$ cat src/rtl/i2cps_pkg.sv
package i2cps_pkg;
   // address bits whose positions are fixed by the host software
   localparam int SCL_SEL_BIT  = 0;
   localparam int SDA_SEL_BIT  = 1;
   localparam int BLOCK_LO_BIT = 14;
   localparam int ZERO_BIT     = 5;
   localparam int ONE_BIT      = 4;
   localparam int SEL_LSB      = 2;

   // read-data bit lanes carrying sensed pins
   localparam int RD_SDA_LANE  = 0;
   localparam int RD_SCL_LANE  = 1;

   typedef struct packed {
      logic hit;
      logic scl_lvl;
      logic sda_lvl;
   } port_cmd_t;
endpackage

$ cat src/rtl/i2cps_strobe_reg.sv
module i2cps_strobe_reg
   import i2cps_pkg::*;
#(
   parameter int          ADDR_W     = 16,
   parameter bit          FULL_MATCH = 1'b0,
   parameter logic [31:0] BASE_ADDR  = 32'h0000_BFDC
)(
   input  logic              clk,
   input  logic              rst_n,
   input  logic [ADDR_W-1:0] addr,
   input  logic              strobe,
   input  logic              sel,
   output port_cmd_t         cmd
);
   localparam int UPPER_W = ADDR_W - SEL_LSB;

   logic [ADDR_W-1:0] addr_q;
   logic              strobe_q;
   logic              sel_q;
   logic              upper_ok;

   always_ff @(posedge clk or negedge rst_n) begin
      if (!rst_n) begin
         addr_q   <= '0;
         strobe_q <= 1'b0;
         sel_q    <= 1'b0;
      end else begin
         addr_q   <= addr;
         strobe_q <= strobe;
         sel_q    <= sel;
      end
   end

   generate
      if (FULL_MATCH) begin : g_full
         logic [UPPER_W-1:0] base_up;
         assign base_up  = BASE_ADDR[ADDR_W-1:SEL_LSB];
         assign upper_ok = (addr_q[ADDR_W-1:SEL_LSB] == base_up);
      end else begin : g_partial
         assign upper_ok = !addr_q[BLOCK_LO_BIT] && !addr_q[ZERO_BIT]
                           && addr_q[ONE_BIT];
      end
   endgenerate

   always_comb begin
      cmd.hit     = strobe_q && sel_q && upper_ok;
      cmd.scl_lvl = addr_q[SCL_SEL_BIT];
      cmd.sda_lvl = addr_q[SDA_SEL_BIT];
   end
endmodule

$ cat src/rtl/i2cps_line_latch.sv
module i2cps_line_latch #(
   parameter bit RESET_VAL = 1'b1
)(
   input  logic clk,
   input  logic rst_n,
   input  logic load,
   input  logic d,
   output logic q
);
   always_ff @(posedge clk or negedge rst_n) begin
      if (!rst_n)    q <= RESET_VAL;
      else if (load) q <= d;
   end
endmodule

$ cat src/rtl/i2cps_pin_sync.sv
module i2cps_pin_sync #(
   parameter int STAGES    = 2,
   parameter bit RESET_VAL = 1'b1
)(
   input  logic clk,
   input  logic rst_n,
   input  logic pin,
   output logic lvl
);
   generate
      if (STAGES == 0) begin : g_bypass
         assign lvl = pin;
      end else begin : g_chain
         logic [STAGES-1:0] chain;
         always_ff @(posedge clk or negedge rst_n) begin
            if (!rst_n) chain <= {STAGES{RESET_VAL}};
            else        chain <= {chain[STAGES-2+((STAGES==1)?1:0):0], pin};
         end
         assign lvl = chain[STAGES-1];
      end
   endgenerate
endmodule

$ cat src/rtl/i2cps_readback.sv
module i2cps_readback
   import i2cps_pkg::*;
#(
   parameter int DATA_W = 8
)(
   input  logic              active,
   input  logic              sda_lvl,
   input  logic              scl_lvl,
   output logic [DATA_W-1:0] dout,
   output logic [DATA_W-1:0] dout_oe
);
   for (genvar b = 0; b < DATA_W; b++) begin : g_lane
      if (b == RD_SDA_LANE) begin : g_sda
         assign dout[b]    = sda_lvl;
         assign dout_oe[b] = active;
      end else if (b == RD_SCL_LANE) begin : g_scl
         assign dout[b]    = scl_lvl;
         assign dout_oe[b] = active;
      end else begin : g_idle
         assign dout[b]    = 1'b0;
         assign dout_oe[b] = 1'b0;
      end
   end
endmodule

$ cat src/rtl/i2c_addr_strobe_port.sv
module i2c_addr_strobe_port
   import i2cps_pkg::*;
#(
   parameter int          ADDR_W         = 16,
   parameter int          DATA_W         = 8,
   parameter int          SYNC_STAGES    = 2,
   parameter bit          SCL_OPEN_DRAIN = 1'b0,
   parameter bit          FULL_MATCH     = 1'b0,
   parameter logic [31:0] BASE_ADDR      = 32'h0000_BFDC
)(
   input  logic              clk,
   input  logic              rst_n,
   input  logic [ADDR_W-1:0] bus_addr,
   input  logic              rom_oe_hi,
   input  logic              coarse_sel,
   input  logic              scl_in,
   input  logic              sda_in,
   output logic              scl_out,
   output logic              scl_oe,
   output logic              sda_out,
   output logic              sda_oe,
   output logic [DATA_W-1:0] dout,
   output logic [DATA_W-1:0] dout_oe
);
   generate
      if (ADDR_W <= BLOCK_LO_BIT) begin : g_bad_addr
         $error("ADDR_W must cover the block-select bit");
      end
      if (ADDR_W > 32) begin : g_bad_addr_hi
         $error("ADDR_W above 32 is not supported");
      end
      if (DATA_W < 2) begin : g_bad_data
         $error("DATA_W must hold both readback lanes");
      end
      if (SYNC_STAGES < 0 || SYNC_STAGES > 4) begin : g_bad_sync
         $error("SYNC_STAGES must lie in 0..4");
      end
   endgenerate

   port_cmd_t cmd;
   logic      scl_lat;
   logic      sda_lat;
   logic      scl_sensed;
   logic      sda_sensed;

   i2cps_strobe_reg #(
      .ADDR_W     (ADDR_W),
      .FULL_MATCH (FULL_MATCH),
      .BASE_ADDR  (BASE_ADDR)
   ) u_strobe (
      .clk    (clk),
      .rst_n  (rst_n),
      .addr   (bus_addr),
      .strobe (rom_oe_hi),
      .sel    (coarse_sel),
      .cmd    (cmd)
   );

   i2cps_line_latch #(.RESET_VAL(1'b1)) u_scl_lat (
      .clk (clk), .rst_n (rst_n), .load (cmd.hit), .d (cmd.scl_lvl), .q (scl_lat)
   );

   i2cps_line_latch #(.RESET_VAL(1'b1)) u_sda_lat (
      .clk (clk), .rst_n (rst_n), .load (cmd.hit), .d (cmd.sda_lvl), .q (sda_lat)
   );

   i2cps_pin_sync #(.STAGES(SYNC_STAGES), .RESET_VAL(1'b1)) u_scl_sync (
      .clk (clk), .rst_n (rst_n), .pin (scl_in), .lvl (scl_sensed)
   );

   i2cps_pin_sync #(.STAGES(SYNC_STAGES), .RESET_VAL(1'b1)) u_sda_sync (
      .clk (clk), .rst_n (rst_n), .pin (sda_in), .lvl (sda_sensed)
   );

   generate
      if (SCL_OPEN_DRAIN) begin : g_scl_od
         assign scl_out = 1'b0;
         assign scl_oe  = !scl_lat;
      end else begin : g_scl_pp
         assign scl_out = scl_lat;
         assign scl_oe  = 1'b1;
      end
   endgenerate

   assign sda_out = 1'b0;
   assign sda_oe  = !sda_lat;

   i2cps_readback #(.DATA_W(DATA_W)) u_rd (
      .active  (cmd.hit),
      .sda_lvl (sda_sensed),
      .scl_lvl (scl_sensed),
      .dout    (dout),
      .dout_oe (dout_oe)
   );
endmodule

$ cat config.mk
export PLATFORM = sky130hd
export DESIGN_NAME = i2c_addr_strobe_port
export DESIGN_NICKNAME = d
export VERILOG_FILES = /design/src/rtl/i2cps_pkg.sv /design/src/rtl/i2cps_strobe_reg.sv /design/src/rtl/i2cps_line_latch.sv /design/src/rtl/i2cps_pin_sync.sv /design/src/rtl/i2cps_readback.sv /design/src/rtl/i2c_addr_strobe_port.sv
export SDC_FILE = /design/constraint.sdc
export NUM_CORES = 1
export LEC_CHECK = 0
export BUFFER_PORTS_ARGS = -buffer_cell sky130_fd_sc_hd__buf_2
export CORE_MARGIN = 10
export CORE_UTILIZATION = 33
export CTS_CLUSTER_SIZE = 25
export DETAILED_ROUTE_END_ITERATION = 8
export PLACE_DENSITY = 0.7
export RECOVER_POWER = 25
export SLEW_MARGIN = 10
export SYNTH_ARGS = -nofsm -noshare
export SYNTH_HDL_FRONTEND = slang
export SYNTH_SLANG_ARGS = --single-unit
$ cat constraint.sdc
create_clock -name clk -period 0.95 [get_ports clk]
set_clock_uncertainty 0.1 [all_clocks]
set_input_delay 0.0475 -clock clk [delete_from_list [all_inputs] [get_ports clk]]
set_output_delay 0.0475 -clock clk [all_outputs]
set_load 0.05 [all_outputs]
* Word level (Yosys, flattened, before mapping)
Cells that the tools add are included.
** Word-level totals
- Flip-flop bits (word level) :: 23
** Cells by class
- Reduce and logical (&&, ||, !) cells :: 7
** Operators by type and width (number)
- $logic_and 1x1->1 :: 4
- $logic_not 1->1 :: 3

* Depth between registers and ports, before layout
Gate-level depths: netlist (run 1).
- Depth after elaboration :: 4
- Mapped depth :: 4

* Modules after synthesis
A second synthesis (run 1) with hierarchy kept.
** Second synthesis, totals
- Cell total of the unflattened synthesis :: 41
- Area, all modules :: 543.0 um2
** By module, submodules not included
- i2cps_strobe_reg :: instances 1, cells each 11, area an instance 205.2 um2
- i2cps_readback :: instances 1, cells each 17, area an instance 123.9 um2
- i2cps_pin_sync :: instances 2, cells each 2, area an instance 52.6 um2
- i2cps_line_latch :: instances 2, cells each 2, area an instance 41.3 um2
- i2c_addr_strobe_port :: instances 1, cells each 5, area an instance 26.3 um2

* Worst setup path after synthesis (run 1)
Ideal clock, no wire load.
- Path kind :: register -> register
- Start :: register u_strobe.addr_q[5]
- End :: register u_scl_lat.q
- Library setup time :: 0.082 ns
- Arrival time :: 0.855 ns
- Required time :: 0.768 ns
- Slack :: -0.088 ns
- Stages on the path, launching flop included :: 4
- Path buffers :: 0
- Period minus slack after synthesis :: 1.038 ns
- Cell sequence :: dfrtp_1 nor2_1 nand4_1 mux2_2
** On the way
- Cells in the longest elaborated chain, start to end :: 4
** RTL lines
- from (decl) :: line i2cps_strobe_reg.sv:17 : logic [ADDR_W-1:0] addr_q;
- from (signal assigned) :: line i2cps_strobe_reg.sv:28 : addr_q <= addr;
- $logic_not 1->1 :: line i2cps_strobe_reg.sv:40 : assign upper_ok = !addr_q[BLOCK_LO_BIT] && !addr_q[ZERO_BIT]
- $logic_and 1x1->1 :: line i2cps_strobe_reg.sv:40
- $logic_and 1x1->1 :: line i2cps_strobe_reg.sv:41 : && addr_q[ONE_BIT];
- $logic_and 1x1->1 :: line i2cps_strobe_reg.sv:46 : cmd.hit = strobe_q && sel_q && upper_ok;
- to (signal assigned) :: line i2cps_line_latch.sv:11 : if (!rst_n) q <= RESET_VAL;
- to (signal assigned) :: line i2cps_line_latch.sv:12 : else if (load) q <= d;
- to (decl) :: line i2cps_line_latch.sv:8 : output logic q
Every way passes these cells.
A chain may end at the register's enable or synchronous reset.

* Worst setup path after layout (run 1)
- Start :: register u_strobe.addr_q[5]
- End :: output port dout_oe[0]
** On the way
- Cells in the longest elaborated chain, start to end :: 4
** RTL lines
- $logic_not 1->1 :: line i2cps_strobe_reg.sv:40
- $logic_and 1x1->1 :: line i2cps_strobe_reg.sv:40
- $logic_and 1x1->1 :: line i2cps_strobe_reg.sv:41
- $logic_and 1x1->1 :: line i2cps_strobe_reg.sv:46
- to (decl) :: line i2c_addr_strobe_port.sv:23 : output logic [DATA_W-1:0] dout_oe
Every way passes these cells.

==> results of run 1 <==
worst register-to-register path: stages, from the launching register on:
cell     delay, ps
dfrtp_1        360
nor2_1         110
nand4_1        140
buf_4          170
mux2_2         260
area by class of cell:
type	count	area, um^2
flip-flops and latches	13	333
multi-input cells	18	85.1
fillers	133	781
repair buffers	27	236
inverters	2	7.51
well taps	16	20.0
clock buffers	4	26.3
metal layers:
layer / GRT usage (%) / wire length [um]
met5: 0 / 0
met4: 4.81 / 0
met3: 3.65 / 182
met2: 8.17 / 431
met1: 4.70 / 290
logic make-up after synthesis:
logic type             Yosys count
buffers and inverters           20
DFF                             13
muxes                            2
other                            2
and+or+nand+nor                  2
worst min-delay path by stage:
stage	end	cells past startpoint	slack (ps)	startpoint
3_5_place_dp	u_strobe.addr_q[4]$_DFF_PN0_	1	-160	rst_n
2_1_floorplan	u_strobe.addr_q[0]$_DFF_PN0_	0	-350	rst_n
5_1_grt	u_strobe.addr_q[14]$_DFF_PN0_	2	140	rst_n
3_3_place_gp	u_strobe.addr_q[4]$_DFF_PN0_	1	-170	rst_n
4_1_cts	u_strobe.addr_q[4]$_DFF_PN0_	2	80	rst_n
6_report	u_strobe.addr_q[4]$_DFF_PN0_	2	100	rst_n
power by group:
group          switching [mW]  leakage, nW  internal [mW]
clock                   0.154       0.0150          0.162
sequential             0.0209        0.145          0.618
combinational           0.257        0.194          0.119
registers in the layout, indices dropped and copies added (netlist names):
signal / count
u_strobe.addr_q: 5
u_scl_sync.g_chain.chain: 2
u_sda_sync.g_chain.chain: 2
u_scl_lat.q: 1
u_sda_lat.q: 1
u_strobe.sel_q: 1
u_strobe.strobe_q: 1
cells in the final DEF (no fill, tap or decap):
cell,instances
buf_2,9
buf_4,1
buf_6,3
buf_8,3
clkbuf_1,1
clkbuf_2,1
clkbuf_4,3
conb_1,14
dfrtp_1,7
dfstp_2,6
dlygate4sd3_1,10
inv_2,2
mux2_2,2
nand4_1,1
nor2_1,1
metrics by stage:
step	setup WS, ps	hold slack, ps	utilization [%]
floorplan	-70.9	-348	-
global placement	-129	-169	35.3
detailed placement	-182	-164	35.3
CTS	-378	77.5	47.6
global route	-468	136	47.6
finish	-333	96.1	47.6
repair_timing:
item                                    CTS  global route
endpoints found under the setup margin    8             8
pin swaps                                 1             1
hold endpoints to repair                 22             0
gates resized for setup                  17             0
setup buffers                             1             0
hold buffers                             10             0
==> key figures, run 1 <==
Logic synthesis
  – Post-synth top area share: 34.0%
  – Ys async rst share: 100%
  – Commonest cells post-synth: buf_4 (18), dfrtp_1 (7), dfstp_2 (6)
  – Synth top area cells: dfrtp_1 (34%), dfstp_2 (31%), buf_4 (26%)
  – Netlist cell types: 8
  – Post-synth EDFFs: 0
  – Main combinational cell family by area after synthesis: buffers and inverters
  – Prevailing post-synth register cell: dfrtp_1
  – Total of warnings raised by yosys: 0
  – Seq/Total Area, Yosys: 64.6%
  – Mux cell area share after synthesis: 4.37%
  – Syn Std Cell Area: 515 um^2
  – Mean post-synth cell area: 13.2 um^2
  – Syn Inst Count: 39
  – Synth Register Bits: 13
  – Simple-Gate Fraction of Synth Area: 1.94%
  – Compound-cell area share of the yosys netlist: 0%
  – Most frequent cell after synthesis: buf_4
  – Synth Area in XOR/XNOR: 0%
  – Largest area contributor in the netlist: dfrtp_1
  – Synth Area in Adders: 0%

Detailed routing
  – Vias: 289
  – DR iter-0 viols: 0
  – DR WL/cell: 11.3 um
  – Detailed-route DRC error count: 0
  – Drt pass-1 iters: 1
  – Post-DRT Antenna Nets: 0
  – Vias/cell: 3.61
  – Final wirelength: 904 um

Status
  – Failing checks: setup timing
  – Outcome: finished with violations

Min path
  – HP Class: in2async

Floorplan
  – I/O Pins: 42
  – Cell row count: 14
  – Core ar.: 1490 um^2
  – Initial Util: 34.6%
  – Die Y-Extent: 59.5 um
  – Die Area: 3540 um^2
  – Die Span X: 59.5 um

Timing
  – Final hold vios: 0
  – Final period utilization: 135%
  – RSZ-0062 raised after global routing: true
  – # setup viols final: 8
  – Fin crit period: 1280 ps
  – Setup ws final: -333 ps
  – Max Clock Freq: 0.779 GHz
  – Setup TNS: -1770 ps
  – Slew Viols, Final: 0

Clocking
  – CTS tree: done
  – Clock sink count: 13
  – H-tree Lvls: 1
  – Skew-Pair Late Insertion Delay: 260 ps
  – CTS Buf Count: 3
  – Root buf cell: clkbuf_4
  – Worst-path clk slew: 70 ps
  – Longest Clk Path Bufs: 2

Placed design
  – DP Cell Count: 65
  – HPWL after DPL: 664 um
  – Port Buf Inserts: 16
  – Area after DPL: 526 um^2
  – GPL Wtd Cong: 0.662

Global routing
  – GRT overflow: 0
  – Global-route wire length before repair: 1410 um
  – Largest net degree at the start of global routing: 14
  – Total Routing Usage GR: 5.38%
  – Initial antenna violation count: 0
  – Number of global-route vias before repair: 310

Critical path
  – Reg2reg end: u_scl_lat.q$_DFFE_PN1P_
  – Crit path DAT: 1140 ps
  – WP buf/inv: 2
  – CP startpoint: u_strobe.addr_q[5]$_DFF_PN0_
  – CP Launch Type: register
  – Crit path depth: 4
  – Crit-path cells: nor2_1 -> nand4_1 -> inv_2 -> buf_6
  – Worst r2r path cells: 4
  – Crit-path leading delay family: flip-flops
  – CP endpoint: dout_oe[0]
  – Worst Path Max Fanout: 2
  – Required time worst endpoint: 800 ps
  – Crit path largest cell delay: 360 ps
  – CP Capture Type: primary output
  – Setup CP Type: reg2out
  – FF-to-FF Start: u_strobe.addr_q[5]$_DFF_PN0_
  – R2R Setup Slk: -260 ps
  – Slowest stage cell, crit path: dfrtp_1

Cells and area
  – Antenna diodes: 0
  – Finished layout cell area: 708 um^2
  – Area Growth Syn to Fin: 37.4%
  – Layout net count: 87
  – Layout cells sized above 1: 46.9%
  – Fin cells: 80

Power and ir drop
  – Pwr dens: 1880 nW/um^2
  – Total Power: 1.33 mW
  – VDD IR-drop max: 863 uV
  – Pleak: 0.354 nW

Flow run
  – Max-Cap Viols: 0
(Power assumes the default switching activity.)
==> run 2, diff against run 1 <==
--- a/config.mk
+++ b/config.mk
@@ -8,8 +8,10 @@
 export BUFFER_PORTS_ARGS = -buffer_cell sky130_fd_sc_hd__buf_2
 export CORE_MARGIN = 10
 export CORE_UTILIZATION = 33
+export CTS_BUF_LIST = sky130_fd_sc_hd__clkbuf_8 sky130_fd_sc_hd__clkbuf_16
 export CTS_CLUSTER_SIZE = 25
 export DETAILED_ROUTE_END_ITERATION = 8
+export HOLD_SLACK_MARGIN = 0.15
 export PLACE_DENSITY = 0.7
 export RECOVER_POWER = 25
 export SLEW_MARGIN = 10
==> run 2 against run 1 <==
  * First-iteration DRC count unchanged
  * Critical path type unchanged
  * The run still ends with setup timing left
  * Register-to-register slack barely moved
  * Count of clock-buffer cells in the layout decreased by 1
==> key figures, run 2 (synthesis gave the netlist of run 1 again) <==
Clocking
  – CTS tree: done
  – Clock sink count: 13 (unchanged)
  – Skew-Pair Late Insertion Delay: 240 ps (-20 ps)
  – Root buf cell: clkbuf_8
  – CTS Buf Count: 3 (unchanged)
  – H-tree Lvls: 1 (unchanged)
  – Worst-path clk slew: 50 ps (-20 ps)
  – Longest Clk Path Bufs: 2 (unchanged)

Cells and area
  – Layout cells sized above 1: 46.9% (unchanged)
  – Area Growth Syn to Fin: 41.0%
  – Biggest regs: u_strobe.addr_q x5, u_scl_sync.g_chain.chain x2, u_sda_sync.g_chain.chain x2
  – Antenna diodes: 0 (unchanged)
  – Fin cells: 80 (unchanged)
  – Finished layout cell area: 727 um^2 (+2.7%)
  – Most common cell after layout, fill and taps aside: conb_1
  – Most frequent cells in the layout: conb_1 (14), dlygate4sd3_1 (10), buf_2 (9)
  – Max reg flops: 5 (unchanged)
  – Biggest register: u_strobe.addr_q
  – Layout net count: 87 (unchanged)

Timing
  – Final period utilization: 131% (-3.6 points)
  – Final hold vios: 0 (unchanged)
  – # setup viols final: 8 (unchanged)
  – Fin crit period: 1250 ps (-34.4 ps)
  – RSZ-0062 raised after global routing: true
  – Max Clock Freq: 0.801 GHz (+2.8%)
  – Setup ws final: -299 ps (+34.4 ps)
  – Slew Viols, Final: 0 (unchanged)

Detailed routing
  – Vias: 291 (+0.69%)
  – Final wirelength: 908 um (+0.44%)
  – Post-DRT Antenna Nets: 0 (unchanged)
  – Vias/cell: 3.64 (+0.69%)
  – Detailed-route DRC error count: 0 (unchanged)
  – DR iter-0 viols: 0 (unchanged)
  – Drt pass-1 iters: 1 (unchanged)
  – DR WL/cell: 11.4 um (+0.44%)

Floorplan
  – Cell row count: 14 (unchanged)
  – Initial Util: 34.6% (unchanged)
  – Die Span X: 59.5 um (unchanged)
  – Core ar.: 1490 um^2 (unchanged)
  – Die Area: 3540 um^2 (unchanged)
  – Die Y-Extent: 59.5 um (unchanged)
  – I/O Pins: 42 (unchanged)

Critical path
  – Setup CP Type: reg2out
  – CP startpoint: u_strobe.addr_q[5]$_DFF_PN0_
  – CP endpoint: dout_oe[0]
  – Required time worst endpoint: 800 ps (about the same)
  – FF-to-FF Start: u_strobe.addr_q[5]$_DFF_PN0_
  – CP Capture Type: primary output
  – CP Launch Type: register
  – R2R Setup Slk: -260 ps (about the same)
  – Worst Path Max Fanout: 2 (unchanged)
  – Reg2reg end: u_scl_lat.q$_DFFE_PN1P_
  – Worst r2r path cells: 4 (unchanged)
  – Crit path DAT: 1100 ps (-40 ps)

Global routing
  – Number of global-route vias before repair: 312 (+0.65%)
  – GRT overflow: 0 (unchanged)
  – Largest net degree at the start of global routing: 14 (unchanged)
  – Total Routing Usage GR: 5.25% (-0.13 points)
  – Initial antenna violation count: 0 (unchanged)
  – Global-route wire length before repair: 1390 um (-1.5%)

Min path
  – HP Class: in2async

Placed design
  – Port Buf Inserts: 16 (unchanged)
  – DP Cell Count: 65 (unchanged)
  – HPWL after DPL: 664 um (unchanged)
  – GPL Wtd Cong: 0.662 (unchanged)
  – Area after DPL: 526 um^2 (unchanged)

Power and ir drop
  – Pleak: 0.366 nW (+3.4%)
  – VDD IR-drop max: 1050 uV (+22%)
  – Pwr dens: 2030 nW/um^2 (+7.8%)

Status
  – Outcome: finished with violations
  – Failing checks: setup timing

Flow run
  – Max-Cap Viols: 0 (unchanged)
run 2: report_power, final:
group	switching [mW]	internal [mW]	total, mW
clock	0.174	0.284	0.457
sequential	0.0208	0.620	0.641
combinational	0.257	0.119	0.376
run 2: area by class of cell:
class / count / area [um^2]
Fill cell: 133 / 762
Tap cell: 16 / 20.0
Clock buffer: 3 / 41.3
Inverter: 2 / 7.51
Clock inverter: 1 / 3.75
Timing Repair Buffer: 27 / 236
Sequential cell: 13 / 333
Multi-Input combinational cell: 18 / 85.1
run 2: what timing repair did:
item	4_1_cts	5_1_grt
hold buffers	10	0
hold endpoints to repair	22	0
gates cloned	0	0
pin swaps	1	1
gates resized for setup	17	0
buffers inserted	1	0
setup endpoints to repair	8	8
run 2: routing by layer:
layer / vias to the layer above / GRT usage [%] / part of all wire (%)
li1: 134 / - / -
met1: 128 / 4.70 / 32
met2: 27 / 8.17 / 45
met3: 2 / 3.65 / 20
met4: 0 / 3.85 / 2.1
met5: - / 0 / 0
run 2: stage by stage:
step           power (mW)  setup TNS [ps]  util (%)  setup WS, ps  hold slack, ps
4_1_cts              1.49           -1750      48.8          -335             119
2_1_floorplan       0.933            -198         -         -70.9            -348
3_3_place_gp        0.938            -464      35.3          -129            -169
6_report             1.47           -1560      48.8          -299             127
3_5_place_dp        0.938            -690      35.3          -182            -164
5_1_grt              1.55           -2100      48.8          -417             185
run 2: worst min path at each step:
stage	startpoint	end
global placement	rst_n	u_strobe.addr_q[4]$_DFF_PN0_
global route	rst_n	u_strobe.addr_q[14]$_DFF_PN0_
detailed placement	rst_n	u_strobe.addr_q[4]$_DFF_PN0_
floorplan	rst_n	u_strobe.addr_q[0]$_DFF_PN0_
finish	rst_n	u_strobe.addr_q[5]$_DFF_PN0_
CTS	rst_n	u_strobe.addr_q[14]$_DFF_PN0_
run 2: critical path: stages (launching register included):
cell and delay [ps]:
dfrtp_1 360, nor2_1 110, nand4_1 140, inv_2 100, buf_6 160
